<file path="config.mk">
export PLATFORM = sky130hd
export DESIGN_NAME = stby_wake_ctrl
export DESIGN_NICKNAME = d
export VERILOG_FILES = /design/src/rtl/stby_pkg.sv /design/src/rtl/stby_entry_qual.sv /design/src/rtl/stby_wake_qual.sv /design/src/rtl/stby_rcvr_timer.sv /design/src/rtl/stby_clk_gates.sv /design/src/rtl/stby_wake_ctrl.sv
export SDC_FILE = /design/constraint.sdc
export NUM_CORES = 1
export LEC_CHECK = 0
export ABC_AREA = 1
export BUFFER_PORTS_ARGS = -buffer_cell sky130_fd_sc_hd__buf_2
export CAP_MARGIN = 5
export CELL_PAD_IN_SITES_DETAIL_PLACEMENT = 0
export CELL_PAD_IN_SITES_GLOBAL_PLACEMENT = 1
export CORE_ASPECT_RATIO = 0.75
export CORE_MARGIN = 4
export CORE_UTILIZATION = 30
export CTS_BUF_LIST = sky130_fd_sc_hd__clkbuf_4 sky130_fd_sc_hd__clkbuf_8
export CTS_CLUSTER_DIAMETER = 100
export DETAILED_ROUTE_END_ITERATION = 7
export GPL_ROUTABILITY_DRIVEN = 0
export GPL_TIMING_DRIVEN = 0
export PLACE_DENSITY = 0.87
export RECOVER_POWER = 25
export SYNTH_ARGS = -nofsm -noshare
export SYNTH_HDL_FRONTEND = slang
export SYNTH_SLANG_ARGS = --single-unit
</file>
<file path="constraint.sdc">
create_clock -name clk -period 1.3 [get_ports clk]
set_clock_uncertainty 0.05 [all_clocks]
set_input_delay 0 -clock clk [delete_from_list [all_inputs] [get_ports clk]]
set_output_delay 0 -clock clk [all_outputs]
set_load 0.03 [all_outputs]
</file>
<file path="src/rtl/stby_pkg.sv">
package stby_pkg;
  typedef enum logic [1:0] {
    PS_RUN  = 2'b00,
    PS_STBY = 2'b01,
    PS_RCVR = 2'b10
  } pwr_state_t;
endpackage

</file>
<file path="src/rtl/stby_entry_qual.sv">
module stby_entry_qual #(
  parameter int MODE_W = 3,
  parameter logic [(1<<MODE_W)-1:0] ALLOW_MASK = 8'b1100_0100
) (
  input  logic              in_run,
  input  logic              req_we,
  input  logic              req_data,
  input  logic [MODE_W-1:0] clk_mode,
  output logic              enter_req
);
  localparam int NMODE = 1 << MODE_W;

  logic [NMODE-1:0] hit;

  // one comparator per legal code; disallowed codes compare to zero
  for (genvar g = 0; g < NMODE; g++) begin : g_mode
    if (ALLOW_MASK[g]) begin : g_on
      assign hit[g] = (clk_mode == MODE_W'(g));
    end else begin : g_off
      assign hit[g] = 1'b0;
    end
  end

  assign enter_req = in_run && req_we && req_data && (|hit);
endmodule

</file>
<file path="src/rtl/stby_wake_qual.sv">
module stby_wake_qual (
  input  logic wake_rst,
  input  logic tbt_irq,
  input  logic ext_irq,
  input  logic wpre_irq,
  input  logic sub_xtal_cfg,
  output logic wake_any,
  output logic wake_reset
);
  localparam int NSRC = 4;

  logic [NSRC-1:0] src;
  logic [NSRC-1:0] src_en;
  logic [NSRC-1:0] live;

  assign src    = {wpre_irq, ext_irq, tbt_irq, wake_rst};
  // the watch prescaler only counts while the subclock runs
  assign src_en = {sub_xtal_cfg, 1'b1, 1'b1, 1'b1};

  for (genvar s = 0; s < NSRC; s++) begin : g_src
    assign live[s] = src[s] & src_en[s];
  end

  assign wake_any   = |live;
  assign wake_reset = live[0];
endmodule

</file>
<file path="src/rtl/stby_rcvr_timer.sv">
module stby_rcvr_timer #(
  parameter int FLASH_WAIT = 8
) (
  input  logic clk,
  input  logic rst,
  input  logic load,
  input  logic run,
  output logic expired
);
  localparam int CNT_W = $clog2(FLASH_WAIT + 1);
  localparam logic [CNT_W-1:0] TOP = CNT_W'(FLASH_WAIT - 1);

  logic [CNT_W-1:0] cnt;

  always_ff @(posedge clk) begin
    if (rst) begin
      cnt <= '0;
    end else if (load) begin
      cnt <= TOP;
    end else if (run && cnt != '0) begin
      cnt <= cnt - 1'b1;
    end
  end

  assign expired = (cnt == '0);

  // the wait counter never leaves its loaded range
  assert_cnt_bound_R8: assert property (@(posedge clk) disable iff (rst)
    cnt <= TOP);

  // a reload always lands on the full count
  assert_reload_full_R10: assert property (@(posedge clk) disable iff (rst)
    load |=> cnt == TOP);
endmodule

</file>
<file path="src/rtl/stby_clk_gates.sv">
module stby_clk_gates
  import stby_pkg::*;
(
  input  logic       clk,
  input  logic       rst,
  input  pwr_state_t nxt_state,
  input  logic       entering,
  input  logic       sub_xtal_cfg,
  input  logic       sub_rc_cfg,
  input  logic       wdt_stby_en,
  input  logic       pin_float_sel,
  output logic       cpu_clk_en,
  output logic       periph_clk_en,
  output logic       tbt_clk_en,
  output logic       wpre_clk_en,
  output logic       sub_xtal_clk_en,
  output logic       sub_rc_clk_en,
  output logic       pin_hiz
);
  logic float_lat;
  logic float_now;
  logic nxt_stby;
  logic nxt_run;

  assign nxt_stby  = (nxt_state == PS_STBY);
  assign nxt_run   = (nxt_state == PS_RUN);
  assign float_now = entering ? pin_float_sel : float_lat;

  always_ff @(posedge clk) begin
    if (rst) begin
      float_lat       <= 1'b0;
      cpu_clk_en      <= 1'b1;
      periph_clk_en   <= 1'b1;
      tbt_clk_en      <= 1'b1;
      wpre_clk_en     <= 1'b0;
      sub_xtal_clk_en <= 1'b0;
      sub_rc_clk_en   <= 1'b0;
      pin_hiz         <= 1'b0;
    end else begin
      if (entering) float_lat <= pin_float_sel;
      cpu_clk_en      <= nxt_run;
      periph_clk_en   <= nxt_run;
      tbt_clk_en      <= 1'b1;
      sub_xtal_clk_en <= sub_xtal_cfg;
      wpre_clk_en     <= sub_xtal_cfg;
      sub_rc_clk_en   <= sub_rc_cfg | (nxt_stby & wdt_stby_en);
      pin_hiz         <= nxt_stby & float_now;
    end
  end

  // prescaler clock never runs without the subclock
  assert_wpre_needs_xtal_R5: assert property (@(posedge clk) disable iff (rst)
    wpre_clk_en |-> sub_xtal_clk_en);
endmodule

</file>
<file path="src/rtl/stby_wake_ctrl.sv">
module stby_wake_ctrl
  import stby_pkg::*;
#(
  parameter int MODE_W = 3,
  parameter logic [(1<<MODE_W)-1:0] ALLOW_MASK = 8'b1100_0100,
  parameter int FLASH_WAIT = 8
) (
  input  logic              clk,
  input  logic              rst,
  input  logic              req_we,
  input  logic              req_data,
  input  logic [MODE_W-1:0] clk_mode,
  input  logic              sub_xtal_cfg,
  input  logic              sub_rc_cfg,
  input  logic              pin_float_sel,
  input  logic              deep_stby_ctl,
  input  logic              ram_exec,
  input  logic              wdt_stby_en,
  input  logic              wake_rst,
  input  logic              tbt_irq,
  input  logic              ext_irq,
  input  logic              wpre_irq,
  output logic              cpu_clk_en,
  output logic              periph_clk_en,
  output logic              tbt_clk_en,
  output logic              wpre_clk_en,
  output logic              sub_xtal_clk_en,
  output logic              sub_rc_clk_en,
  output logic              pin_hiz,
  output logic              busy,
  output logic [1:0]        pwr_state
);
  pwr_state_t state_q, state_d;
  logic enter_req, wake_any, wake_reset, expired;
  logic tmr_load, tmr_run, need_rcvr;

  stby_entry_qual #(.MODE_W(MODE_W), .ALLOW_MASK(ALLOW_MASK)) u_entry (
    .in_run   (state_q == PS_RUN),
    .req_we   (req_we),
    .req_data (req_data),
    .clk_mode (clk_mode),
    .enter_req(enter_req)
  );

  stby_wake_qual u_wake (
    .wake_rst    (wake_rst),
    .tbt_irq     (tbt_irq),
    .ext_irq     (ext_irq),
    .wpre_irq    (wpre_irq),
    .sub_xtal_cfg(sub_xtal_cfg),
    .wake_any    (wake_any),
    .wake_reset  (wake_reset)
  );

  stby_rcvr_timer #(.FLASH_WAIT(FLASH_WAIT)) u_tmr (
    .clk    (clk),
    .rst    (rst),
    .load   (tmr_load),
    .run    (tmr_run),
    .expired(expired)
  );

  assign need_rcvr = !deep_stby_ctl && !ram_exec;

  always_comb begin
    state_d  = state_q;
    tmr_load = 1'b0;
    unique case (state_q)
      PS_RUN: begin
        if (enter_req) state_d = PS_STBY;
      end
      PS_STBY: begin
        if (wake_any) begin
          if (need_rcvr) begin
            state_d  = PS_RCVR;
            tmr_load = 1'b1;
          end else begin
            state_d = PS_RUN;
          end
        end
      end
      PS_RCVR: begin
        // a reset event outranks expiry and restarts the wait
        if (wake_reset) tmr_load = 1'b1;
        else if (expired) state_d = PS_RUN;
      end
      default: state_d = PS_RUN;
    endcase
  end

  assign tmr_run = (state_q == PS_RCVR) && !tmr_load;

  always_ff @(posedge clk) begin
    if (rst) state_q <= PS_RUN;
    else     state_q <= state_d;
  end

  stby_clk_gates u_gates (
    .clk            (clk),
    .rst            (rst),
    .nxt_state      (state_d),
    .entering       (enter_req),
    .sub_xtal_cfg   (sub_xtal_cfg),
    .sub_rc_cfg     (sub_rc_cfg),
    .wdt_stby_en    (wdt_stby_en),
    .pin_float_sel  (pin_float_sel),
    .cpu_clk_en     (cpu_clk_en),
    .periph_clk_en  (periph_clk_en),
    .tbt_clk_en     (tbt_clk_en),
    .wpre_clk_en    (wpre_clk_en),
    .sub_xtal_clk_en(sub_xtal_clk_en),
    .sub_rc_clk_en  (sub_rc_clk_en),
    .pin_hiz        (pin_hiz)
  );

  assign pwr_state = state_q;
  assign busy      = (state_q != PS_RUN);

  // a request under a forbidden clock mode leaves the state in run
  assert_entry_filter_R1: assert property (@(posedge clk) disable iff (rst)
    (pwr_state == 2'b00 && req_we && req_data && !ALLOW_MASK[clk_mode])
      |=> pwr_state == 2'b00);

  // the state register only ever holds the three legal codes
  assert_state_legal_R2: assert property (@(posedge clk) disable iff (rst)
    pwr_state != 2'b11);

  // standby gates the CPU and peripherals while the time base runs
  assert_stby_gating_R3: assert property (@(posedge clk) disable iff (rst)
    pwr_state == 2'b01 |-> !cpu_clk_en && !periph_clk_en && tbt_clk_en);

  // pins never float outside standby
  assert_hiz_only_stby_R4: assert property (@(posedge clk) disable iff (rst)
    pin_hiz |-> pwr_state == 2'b01);

  // the watchdog clock survives standby when configured
  assert_wdt_clock_R6: assert property (@(posedge clk) disable iff (rst)
    (pwr_state == 2'b01 && $past(wdt_stby_en) && $past(pwr_state) == 2'b01)
      |-> sub_rc_clk_en);

  // an external interrupt always ends standby on the next edge
  assert_ext_wake_R7: assert property (@(posedge clk) disable iff (rst)
    (pwr_state == 2'b01 && ext_irq) |=> pwr_state != 2'b01);

  // the CPU clock stays off for the whole recovery sleep
  assert_rcvr_cpu_off_R8: assert property (@(posedge clk) disable iff (rst)
    pwr_state == 2'b10 |-> !cpu_clk_en && !periph_clk_en);

  // a bypassed wake goes straight to run
  assert_bypass_R9: assert property (@(posedge clk) disable iff (rst)
    (pwr_state == 2'b01 && tbt_irq && (deep_stby_ctl || ram_exec))
      |=> pwr_state == 2'b00);

  // a reset event during recovery keeps the controller asleep
  assert_rcvr_restart_R10: assert property (@(posedge clk) disable iff (rst)
    (pwr_state == 2'b10 && wake_rst) |=> pwr_state == 2'b10);

  // run is left only for standby
  assert_run_exit_R11: assert property (@(posedge clk) disable iff (rst)
    (pwr_state == 2'b00 && !req_we) |=> pwr_state == 2'b00);
endmodule

</file>
=== Word level (Yosys, flattened, before mapping) ===
Index checks and enable logic that the tools add are counted.
W data, S select, Z words.

* Bits in registers: 11
* Bits of input ports: 17
* Output and inout bits: 10
* Word-level logic and storage cells: 50

* Add/sub/neg operators: 1
* Eq/ne operators: 6
* Muxes and demuxes: 13
* Bitwise logic cells: 4
* Reductions and logical operators: 18

{| class="wikitable"
|+ Operator list
! operator !! count
|-
| $mux W2 || 5
|-
| $eq A3 B3 Y1 const B || 2
|-
| $logic_and A1 B1 Y1 || 6
|-
| $mux W3 || 2
|-
| $pmux W2 S3 || 1
|-
| $eq A2 B1 Y1 const B || 2
|-
| $logic_not A2 Y1 || 2
|-
| $logic_not A4 Y1 || 1
|-
| $mux W1 || 4
|-
| $reduce_bool A2 Y1 || 2
|-
| $reduce_bool A4 Y1 || 1
|-
| $reduce_or A4 Y1 || 1
|-
| $sub A4 B1 Y4 const B || 1
|-
| $and A1 B1 Y1 || 3
|-
| $eq A3 B2 Y1 const B || 1
|-
| $logic_not A1 Y1 || 3
|-
| $reduce_or A3 Y1 || 1
|-
| $eq A2 B2 Y1 const B || 1
|-
| $pmux W1 S2 || 1
|-
| $reduce_or A2 Y1 || 1
|-
| $or A1 B1 Y1 || 1
|}

=== Logic depth before layout (Yosys ltp) ===
Gate-level depths: netlist (run 1).

* Depth in word-level cells: 10
* Mapped depth: 11
* Mapped depth without buffers: 11

=== Modules after synthesis ===
Synthesis (run 1) repeated with hierarchy kept, for this count alone.

* Cell total of the unflattened synthesis: 115
* Area total of the unflattened synthesis: 760.7 um^2

{| class="wikitable"
|+ By module, submodules not included
! module !! instances !! cells an instance !! area an instance (um^2) !! sequential area each (um^2)
|-
| stby_rcvr_timer || 1 || 41 || 261.5 || 80.1
|-
| stby_wake_ctrl || 1 || 36 || 241.5 || 40.0
|-
| stby_clk_gates || 1 || 26 || 205.2 || 100.1
|-
| stby_entry_qual || 1 || 7 || 28.8 || 0.0
|-
| stby_wake_qual || 1 || 5 || 23.8 || 0.0
|}

=== Worst setup path before layout (run 1) ===
No wires, ideal clock.

* Kind: register to register
* Start point: reg state_q[0], in the netlist pwr_state[0]
* End point: reg u_gates.pin_hiz
* Setup time: 116 ps
* Data arrival time: 1513 ps
* Data required time: 1134 ps
* Path slack: -379 ps
* Stages on the path, launching flop included: 10
* Buffers on the path: 0
* Cells stage by stage: dfxtp_1 inv_1 ha_1 nand2_1 nor2_2 o21ai_2 nand2_1 nand2_1 nand3_2 and3_2

* Word-level cells in the longest chain between the ends: 8
* Elaborated cells on any way between the ends: 14
* Classes of those cells: eq/ne: 3; mux: 6; bitwise: 1; reduce/logical: 4

{| class="wikitable"
|+ RTL lines
! element !! RTL line !! RTL
|-
| start, declared || stby_wake_ctrl.sv:33 || <nowiki>pwr_state_t state_q, state_d;</nowiki>
|-
| start signal, assigned || stby_wake_ctrl.sv:95 || <nowiki>else state_q <= state_d;</nowiki>
|-
| $logic_not A2 Y1 || stby_wake_ctrl.sv:38, stby_wake_ctrl.sv:68 ||
|-
| $logic_and A1 B1 Y1 (3 in series) || stby_entry_qual.sv:24 || <nowiki>assign enter_req = in_run && req_we && req_data && (|hit);</nowiki>
|-
| $mux W2 || stby_wake_ctrl.sv:70 || <nowiki>if (enter_req) state_d = PS_STBY;</nowiki>
|-
| $pmux W2 S3 || stby_wake_ctrl.sv:68 || <nowiki>unique case (state_q)</nowiki>
|-
| $eq A2 B1 Y1 || stby_clk_gates.sv:25 || <nowiki>assign nxt_stby = (nxt_state == PS_STBY);</nowiki>
|-
| $and A1 B1 Y1 * || stby_clk_gates.sv:47 || <nowiki>pin_hiz <= nxt_stby & float_now;</nowiki>
|-
| end signal, assigned || stby_clk_gates.sv:47 ||
|-
| end, declared || stby_clk_gates.sv:18 || <nowiki>output logic pin_hiz</nowiki>
|}

Mark *: on every way between the ends. The rest lies on a longest branch, timed or not.
A chain may end at the register's enable or synchronous reset.

=== Final worst setup path (run 1) ===
* Start point: reg state_q[1], in the netlist pwr_state[1]
* End point: reg u_gates.sub_rc_clk_en

* Word-level cells in the longest chain between the ends: 9
* Elaborated cells on any way between the ends: 14
* Classes of those cells: eq/ne: 3; mux: 5; bitwise: 2; reduce/logical: 4

{| class="wikitable"
|+ RTL lines
! element !! RTL line !! RTL
|-
| $logic_not A2 Y1 || stby_wake_ctrl.sv:38, stby_wake_ctrl.sv:68 ||
|-
| $logic_and A1 B1 Y1 (3 in series) || stby_entry_qual.sv:24 ||
|-
| $mux W2 || stby_wake_ctrl.sv:70 ||
|-
| $pmux W2 S3 * || stby_wake_ctrl.sv:68 ||
|-
| $eq A2 B1 Y1 * || stby_clk_gates.sv:25 ||
|-
| $and A1 B1 Y1 * || stby_clk_gates.sv:46 || <nowiki>sub_rc_clk_en <= sub_rc_cfg | (nxt_stby & wdt_stby_en);</nowiki>
|-
| $or A1 B1 Y1 * || stby_clk_gates.sv:46 ||
|-
| end signal, assigned || stby_clk_gates.sv:46 ||
|-
| end, declared || stby_clk_gates.sv:17 || <nowiki>output logic sub_rc_clk_en,</nowiki>
|}

Marked as above.

==> impl.org, run 1 <==
** STA
- The tightest hold path in the finished design has a slack of -0.05508 ns.
- Setup slack on the critical path of the routed design comes to -0.1015 ns.
- Setup TNS :: -0.3570 ns
- Setup violations, final :: 6
- After layout, the worst path uses 107.8% of the clock period.
- Final critical-path required period :: 1.401 ns
- Max-slew violation count :: 0
- Setup repair after global routing could not meet its margin everywhere.
- Derived from the worst setup path, the maximum achievable clock frequency is 713.5 MHz.
- Number of failing hold endpoints at the final stage :: 5

** Yosys
- Synthesized net count :: 112
- The synthesized design contains 11 register bits.
- Count of synthesis-stage warnings from yosys :: 0
- In this run the mean area of a mapped cell was 7.285 um2.
- For this run, the register share of the synthesized area comes to 33.59%.
- Cell area after synthesis :: about 660 um2
- The netlist uses 24 different library cells.
- After technology mapping, the gate count stands at 90.

** Floorplanning
- Total Die Area :: 0.003005 mm2
- Initial core utilization :: 31.99%
- IO Count :: 27
- Floorplan row count :: 14
- The floorplan step defined a core boundary enclosing 0.002049 mm2.
- DIE HEIGHT :: ~48 um
- The die is 61.98 um wide.

** Global routing
- The first global-routing pass estimated approximately 2400 um of wire.
- Antenna violations before repair :: 0
- Global route overflow :: 0
- Largest net degree at the start of global routing :: 8
- The number of global-route vias before repair was 610.
- Total global-route track usage :: between 10% and 20%

** Clock network
- TritonCTS buffer count :: 3
- In this run the number of H-tree levels came out at 1.
- TritonCTS built the clock tree.
- The root buffer cell chosen for the clock tree is sky130_fd_sc_hd__clkbuf_4.
- No sink is reached through more buffers than the 2 on the longest clock path.
- Clk sink count :: 11
- Hold repair after CTS inserted 4 buffers.
- Clock slew seen by the registers of the worst setup and hold paths :: 0.06 ns
- Clock insertion delay at the later pin of the skew report :: 0.26 ns

** Finish
- The finished cells cover between 0.001 and 0.0015 mm2.
- Inserted Diodes :: 0
- The net count of the finished layout is 155.
- Most frequent standard cell in the layout excluding fill and tap cells :: sky130_fd_sc_hd__buf_2
- Post-layout instance count excluding filler cells :: 156
- Of the cells placed in the final design, the portion with a size suffix greater than 1 is 49.24%.
- Relative to the synthesized area, the layout overhead comes to 54.20%.
- Most frequent cells in the layout :: sky130_fd_sc_hd__buf_2 (22), sky130_fd_sc_hd__nand2_1 (16), sky130_fd_sc_hd__inv_1 (13)

** Routing
- The final route contains 684 vias.
- The pre-antenna-repair detailed-routing pass consisted of 4 iterations.
- Antenna Nets Post-Route :: 0
- Routed wire per std cell :: 9.558 um
- Vias/cell :: approximately 4.4
- Sum of routed wire length over all layers :: around 1500 um
- In the routed design, unresolved DRC markers number 0.
- After the first detailed-routing iteration, the DRC count stood at 18.

** Worst hold path
- Endpoint, Worst Hold :: u_gates.sub_rc_clk_en
- Worst Hold Launch :: rst
- Along the worst hold path, the cell count comes to 2.
- Hold/Removal Path Class :: in2reg

** Run status
- Result of the run :: finished, violations left
- Failing checks :: negative hold slack, negative setup slack

** Power and ir drop
- Worst vdd ir :: 653.3 uV
- In this run the power density over the cells is 756.6 mW/mm2.
- Switching part of the total :: 26.42%
- Share of power burned in the clock network :: a little under a third
- After layout, the design draws a total of 764.9 uW.
- Power share of the sequential group :: 45.9%
- In this run the power spent charging and discharging nets is roughly 200 uW.
- In this run the static leakage power is about 0.00052 uW.
- Per report_power, the combinational group accounts for 22.8% of the total.
- The internal power of the cells totals roughly 560 uW.

** Critical path
- CP endpoint kind :: flip-flop
- At the worst endpoint, the required time is 1.45 ns.
- Kind of start point of the critical path :: flip-flop
- Reg2reg start :: pwr_state[1]
- CP Max Fanout :: 4
- The setup path with the least slack is of type reg2reg.
- Setup slack on the worst reg-to-reg path comes out at -0.10 ns.
- The worst register-to-register path ends at u_gates.sub_rc_clk_en.
- Arrival time of the worst setup path :: 1.55 ns
- The worst register-to-register path has a depth of 10.

** Place
- Port Buf Inserts :: 25
- Summing all placed instances gives a cell area of 838.3 um2.
- After legalization and detailed placement, the total HPWL measured around 1200 um.
- Including well taps, the total number of placed cells is 139.

** Flow run
- Max capacitance violation total :: 0
==> per-stage QoR <==
stage | utilization, % | setup WS, ns
after CTS | 48.72 | -0.1139
final | 49.33 | -0.1015
after floorplan | - | -0.05555
after global routing | 49.33 | -0.1868
after detailed placement | 40.90 | -0.1242
after global placement | 40.90 | -0.09611
==> worst max-delay path by stage <==
| stage | start | end | slack (ns) | cells past startpoint |
|---|---|---|---|---|
| 5_1_grt | pwr_state[1] | u_gates.cpu_clk_en | -0.19 | 11 |
| 4_1_cts | pwr_state[1] | u_gates.sub_rc_clk_en | -0.11 | 10 |
| 3_3_place_gp | pwr_state[0] | u_gates.sub_rc_clk_en | -0.1 | 10 |
| 2_1_floorplan | pwr_state[0] | u_gates.sub_rc_clk_en | -0.06 | 10 |
| 3_5_place_dp | pwr_state[0] | u_gates.sub_rc_clk_en | -0.12 | 10 |
| 6_report | pwr_state[1] | u_gates.sub_rc_clk_en | -0.10 | 10 |
==> cells in the mapped netlist, drive strengths merged <==
cell    count  area share (%)
o211ai      1             1.1
nand3       7             6.9
buf         3             3.4
ha          5             9.5
conb        1            0.57
nor2        9             5.9
or2         1            0.95
nand3b      1             1.1
o21ai       2             2.1
a21oi       2             2.1
and3        1             1.1
xnor2       1             1.3
dfxtp      11              34
nand4       2             1.9
nor3        1             1.5
nand2      21              13
inv        17             9.7
a31oi       4             3.8
==> state kept, by name, summed over array words and instances (netlist names) <==
name / flops
u_tmr.cnt: 4
pwr_state: 2
u_gates.cpu_clk_en: 1
u_gates.float_lat: 1
u_gates.pin_hiz: 1
u_gates.sub_rc_clk_en: 1
u_gates.wpre_clk_en: 1
==> cells by family after synthesis <==
family	synth area share (%)
other	0.5720
adders and majority gates	9.542
AOI/OAI and AO/OA	9.159
buffers and inverters	13.17
xor gates and xnor gates	1.336
DFF	33.59
and+or+nand+nor	32.63
==> critical path, stage by stage (launching register included) <==
cell	delay [ns]
sky130_fd_sc_hd__dfxtp_4	0.36
sky130_fd_sc_hd__inv_4	0.06
sky130_fd_sc_hd__ha_4	0.13
sky130_fd_sc_hd__nand2_2	0.05
sky130_fd_sc_hd__nor2_2	0.08
sky130_fd_sc_hd__o21ai_2	0.08
sky130_fd_sc_hd__nand3_1	0.09
sky130_fd_sc_hd__nand3_2	0.09
sky130_fd_sc_hd__nor2_2	0.12
sky130_fd_sc_hd__nand3_1	0.10
sky130_fd_sc_hd__a21oi_2	0.13
==> per-layer routing <==
layer | share of wire (%) | track usage, % | up-vias | wire length (um)
li1 | - | - | 361 | -
met1 | 45 | 12.60 | 302 | 676
met2 | 45 | 17.41 | 21 | 677
met3 | 9.2 | 5.585 | 0 | 137
met4 | 0 | 1.060 | 0 | 0
met5 | 0 | 0 | - | 0
==> power by group through the flow <==
stage / clock network [uW] / registers [uW] / logic, uW
floorplan: 0 / 377 / 75.3
global placement: 0 / 360 / 141
detailed placement: 0 / 360 / 144
CTS: 249 / 351 / 173
global route: 261 / 352 / 193
finish: 239 / 351 / 175
==> what timing repair did <==
| item | 4_1_cts | 5_1_grt |
|---|---|---|
| gates resized for setup | 6 | 4 |
| pin swaps | 11 | 3 |
| hold endpoints to repair | 7 | 5 |
| setup buffers | 9 | 0 |
| endpoints found under the setup margin | 6 | 9 |
==> final cells by class <==
| type | count | area, um2 |
|---|---|---|
| multi-input cells | 59 | 400.4 |
| inverters | 17 | 68.82 |
| plain buffers | 3 | 22.52 |
| flip-flops and latches | 11 | 230.2 |
| clock buffers | 4 | 30.03 |
| fillers | 211 | 1039 |
| repair buffers | 38 | 229.0 |
| well taps | 24 | 30.03 |
No activity file was read; power rests on OpenSTA's default activity.
==> run 2, diff against run 1 <==
--- a/config.mk
+++ b/config.mk
@@ -6,19 +6,18 @@
 export NUM_CORES = 1
 export LEC_CHECK = 0
 export ABC_AREA = 1
-export BUFFER_PORTS_ARGS = -buffer_cell sky130_fd_sc_hd__buf_2
 export CAP_MARGIN = 5
 export CELL_PAD_IN_SITES_DETAIL_PLACEMENT = 0
 export CELL_PAD_IN_SITES_GLOBAL_PLACEMENT = 1
-export CORE_ASPECT_RATIO = 0.75
 export CORE_MARGIN = 4
-export CORE_UTILIZATION = 30
+export CORE_UTILIZATION = 39
 export CTS_BUF_LIST = sky130_fd_sc_hd__clkbuf_4 sky130_fd_sc_hd__clkbuf_8
 export CTS_CLUSTER_DIAMETER = 100
 export DETAILED_ROUTE_END_ITERATION = 7
+export DONT_BUFFER_PORTS = 1
 export GPL_ROUTABILITY_DRIVEN = 0
 export GPL_TIMING_DRIVEN = 0
-export PLACE_DENSITY = 0.87
+export PLACE_DENSITY = 0.86
 export RECOVER_POWER = 25
 export SYNTH_ARGS = -nofsm -noshare
 export SYNTH_HDL_FRONTEND = slang
==> run 2 against run 1 <==
The run still ends with negative hold slack, negative setup slack left; final area decreased by 18%; sequential share of layout area increased by 4.6 points; wire length decreased by 8.9%; non-clock buffer count decreased by 29; via count decreased by 14%; total power decreased by 4.8%; register-to-register slack got worse by 0.03 ns; critical endpoint is now u_tmr.cnt[3].
==> impl.org, run 2 (synthesis results as in run 1) <==
** Power and ir drop
- The leakage power figure is 0.0003852 uW (-26%).
- The peak supply drop came to 653.4 uV (about the same).
- The post-route total power was 728.5 uW (-4.8%).
- Total power divided by cell area :: 874.3 mW/mm2 (+16%)

** Flow run
- The number of max-cap violations was 0 (unchanged).

** Routing
- Top metal layer carrying routed signals :: met3
- The met1 wire length is 525 um (-22%).
- The detail-routed via count per cell was 4.958 (+13%).
- The total wire length after detailed routing came to 1358 um (-8.9%).
- The residual DRC count was 0 (unchanged).
- The met3 wirelength from detailed routing is 132 um (-3.6%).
- 1st-iter DRT viols :: 8 (-10)
- Number of optimization iterations in the first detailed-route pass :: 2 (-2)
- Routed wire per std cell :: 11.41 um (+19%)
- Total via count in the routed design :: 590 (-14%)
- The count of nets left with antenna violations after detail routing is 0 (unchanged).
- The met2 routed wirelength is 699 um (+3.2%).

** Critical path
- Required time worst endpoint :: 1.41 ns (-0.04 ns)
- The number of buffer and inverter stages on the critical path came to 2 (+1).
- The worst register-to-register path ends at u_tmr.cnt[3].
- For this design, the slowest cell found on the critical path is sky130_fd_sc_hd__dfxtp_4.
- Cell repeated most along the worst path :: sky130_fd_sc_hd__nand2_2
- The maximum single-stage delay on the critical path was 0.40 ns (+0.04 ns).
- Flop-to-flop setup slack :: -0.13 ns (-0.03 ns)
- Depth of the most critical reg-to-reg path :: 8 (-2)
- The startpoint identified for the worst register-to-register timing path is pwr_state[0].
- STA classifies the critical path endpoint as a flip-flop.
- CP top delay family :: flip-flops
- The biggest fanout along the worst timing path was 5 (+1).
- Cell breakdown of the critical path :: inv_4 -> ha_1 -> nand2_2 -> inv_2 -> nand2_2 -> nor3_2 -> xnor2_1 -> nor2_1
- Arrival time of the worst setup path :: 1.54 ns (about the same)
- The critical path is of the reg2reg type.
- STA classifies the critical path startpoint as a flip-flop.

** Run status
- Failing checks :: negative hold slack, negative setup slack
- The flow ran to the end, but the final reports show violations.

** Finish
- The net count reported at finish is 126 (-19%).
- Most frequent standard cell in the layout excluding fill and tap cells :: sky130_fd_sc_hd__nand2_1
- Share of layout cells above drive strength 1 :: 34.95% (-14 points)
- Inserted Diodes :: 0 (unchanged)
- Final core utilization :: 54.06% (+4.7 points)
- Number of flip-flops in the largest register :: 4 (unchanged)
- The number of fill cells in the layout was 153 (-27%).
- Counting flops per register, the top entry is u_tmr.cnt.
- Synth-to-layout area growth :: 27.10%
- Most frequent cells in the layout :: sky130_fd_sc_hd__nand2_1 (16), sky130_fd_sc_hd__inv_1 (12), sky130_fd_sc_hd__dfxtp_1 (9)

** Clock network
- Clk sink count :: 11 (unchanged)
- In this run the clock root is driven by a sky130_fd_sc_hd__clkbuf_4.
- The number of buffers created by CTS was 3 (unchanged).
- CTS tree :: done
- Hold-fix buffers, CTS :: 5 (+1)
- The clock input transition at the sequential cells of the worst setup and hold paths came to 0.07 ns (about the same).
- CTS H-Tree Depth :: 1 (unchanged)
- The maximum clock insertion buffer count was 2 (unchanged).
- Clock insertion delay at the later pin of the skew report :: 0.26 ns (about the same)

** Floorplanning
- The die area was 0.002401 mm2 (-20%).
- The count of standard-cell rows came to 14 (unchanged).
- The chip height is 49 um (+1.1%).
- The area of the placeable core came to 0.001541 mm2 (-25%).
- The I/O pin count came to 27 (unchanged).
- The initial core utilization came to 42.53% (+11 points).
- The die width was 49 um (-21%).

** STA
- Final critical-path required period :: 1.428 ns (+0.02635 ns)
- The count of final hold-check violations is 7 (+2).
- The accumulated negative setup slack was -0.7179 ns (-0.3609 ns).
- Final setup margin :: -0.1278 ns (-0.02635 ns)
- Setup violations, final :: 8 (+2)
- The worst hold slack came to -0.2598 ns (-0.2047 ns).
- The final critical-path share of the clock period came to 109.8% (+2.0 points).
- Highest achievable clock rate :: 700.4 MHz (-1.8%)
- The number of max-slew violations in the final report came to 0 (unchanged).
- Unrepaired setup endpoints after global routing :: true

** Global routing
- The overflow left after global routing came to 0 (unchanged).
- The maximum number of pins on one net before global-route repair came to 8 (unchanged).
- The global-route total usage across every layer was 11.93% (+1.3 points).
- Antenna violations before repair :: 0 (unchanged)
- The number of global-route vias before repair is 555 (-9.0%).
- The wire length of the first global-routing pass came to 2256 um (-7.6%).

** Worst hold path
- Worst Hold Path Cells :: 1 (-1)
- The path with the worst hold slack has its endpoint at u_gates.sub_rc_clk_en.
- Worst Hold Launch :: rst
- In this run the worst hold path is classified as in2reg.

** Place
- The port buffer count is 0 (-100%).
- The detailed-placement wirelength estimate came to 1025 um (-12%).
- Post-placement setup slack :: -0.1609 ns (-0.03671 ns)
-- run 2: cell types whose count changed in the layout (fill, tap and decap cells not counted), moves of 2 or more --
cell	previous run	this run
sky130_fd_sc_hd__ha_4	3	1
sky130_fd_sc_hd__dfxtp_2	2	0
sky130_fd_sc_hd__dfxtp_1	7	9
sky130_fd_sc_hd__buf_2	22	0
sky130_fd_sc_hd__clkbuf_1	3	0
sky130_fd_sc_hd__buf_4	12	7
-- run 2: stage by stage --
stage               cells  cell area (um2)
global placement      106            703.2
CTS                   119            819.5
detailed placement    106            703.2
finish                119            833.3
floorplan              90            683.2
global route          119            833.3
-- run 2: repair_timing --
| action | in CTS | in global routing |
|---|---|---|
| setup buffers | 4 | 0 |
| pin swaps | 9 | 7 |
| endpoints found under the setup margin | 8 | 9 |
| gates cloned | 0 | 0 |
| resized for setup | 2 | 5 |
| endpoints found under the hold margin | 10 | 6 |
-- run 2: how the worst max path moves through the flow --
| stage | startpoint | to | slack, ns | depth (start not counted) |
|---|---|---|---|---|
| floorplan | pwr_state[0] | u_gates.sub_rc_clk_en | -0.06 | 10 |
| global placement | pwr_state[0] | u_gates.sub_rc_clk_en | -0.14 | 10 |
| detailed placement | pwr_state[0] | u_gates.sub_rc_clk_en | -0.16 | 10 |
| CTS | pwr_state[0] | u_gates.sub_rc_clk_en | -0.15 | 10 |
| global route | pwr_state[1] | u_gates.cpu_clk_en | -0.23 | 11 |
| finish | pwr_state[0] | u_tmr.cnt[3] | -0.13 | 8 |
-- run 2: final cells by class --
| cell class | count | area [um2] | area share, % |
|---|---|---|---|
| sequential | 11 | 227.7 | 27.33 |
| inverter | 17 | 72.57 | 8.709 |
| timing repair buffer | 9 | 80.08 | 9.610 |
| buffer | 3 | 22.52 | 2.703 |
| tap | 16 | 20.02 | 2.402 |
| multi-input combinational | 59 | 380.4 | 45.65 |
| clock buffer | 4 | 30.03 | 3.604 |
-- run 2: layer usage --
metal	up-vias	track usage, %
li1	310	-
met1	260	11.85
met2	20	20.87
met3	0	7.339
met4	0	2.691
met5	-	0
-- run 2: where the power goes --
part | internal (uW) | total (uW) | switching, uW | leakage [uW]
clock network | 140 | 248 | 108 | 0.0000184
logic | 48.9 | 109 | 60.6 | 0.000276
registers | 345 | 371 | 25.8 | 0.0000911
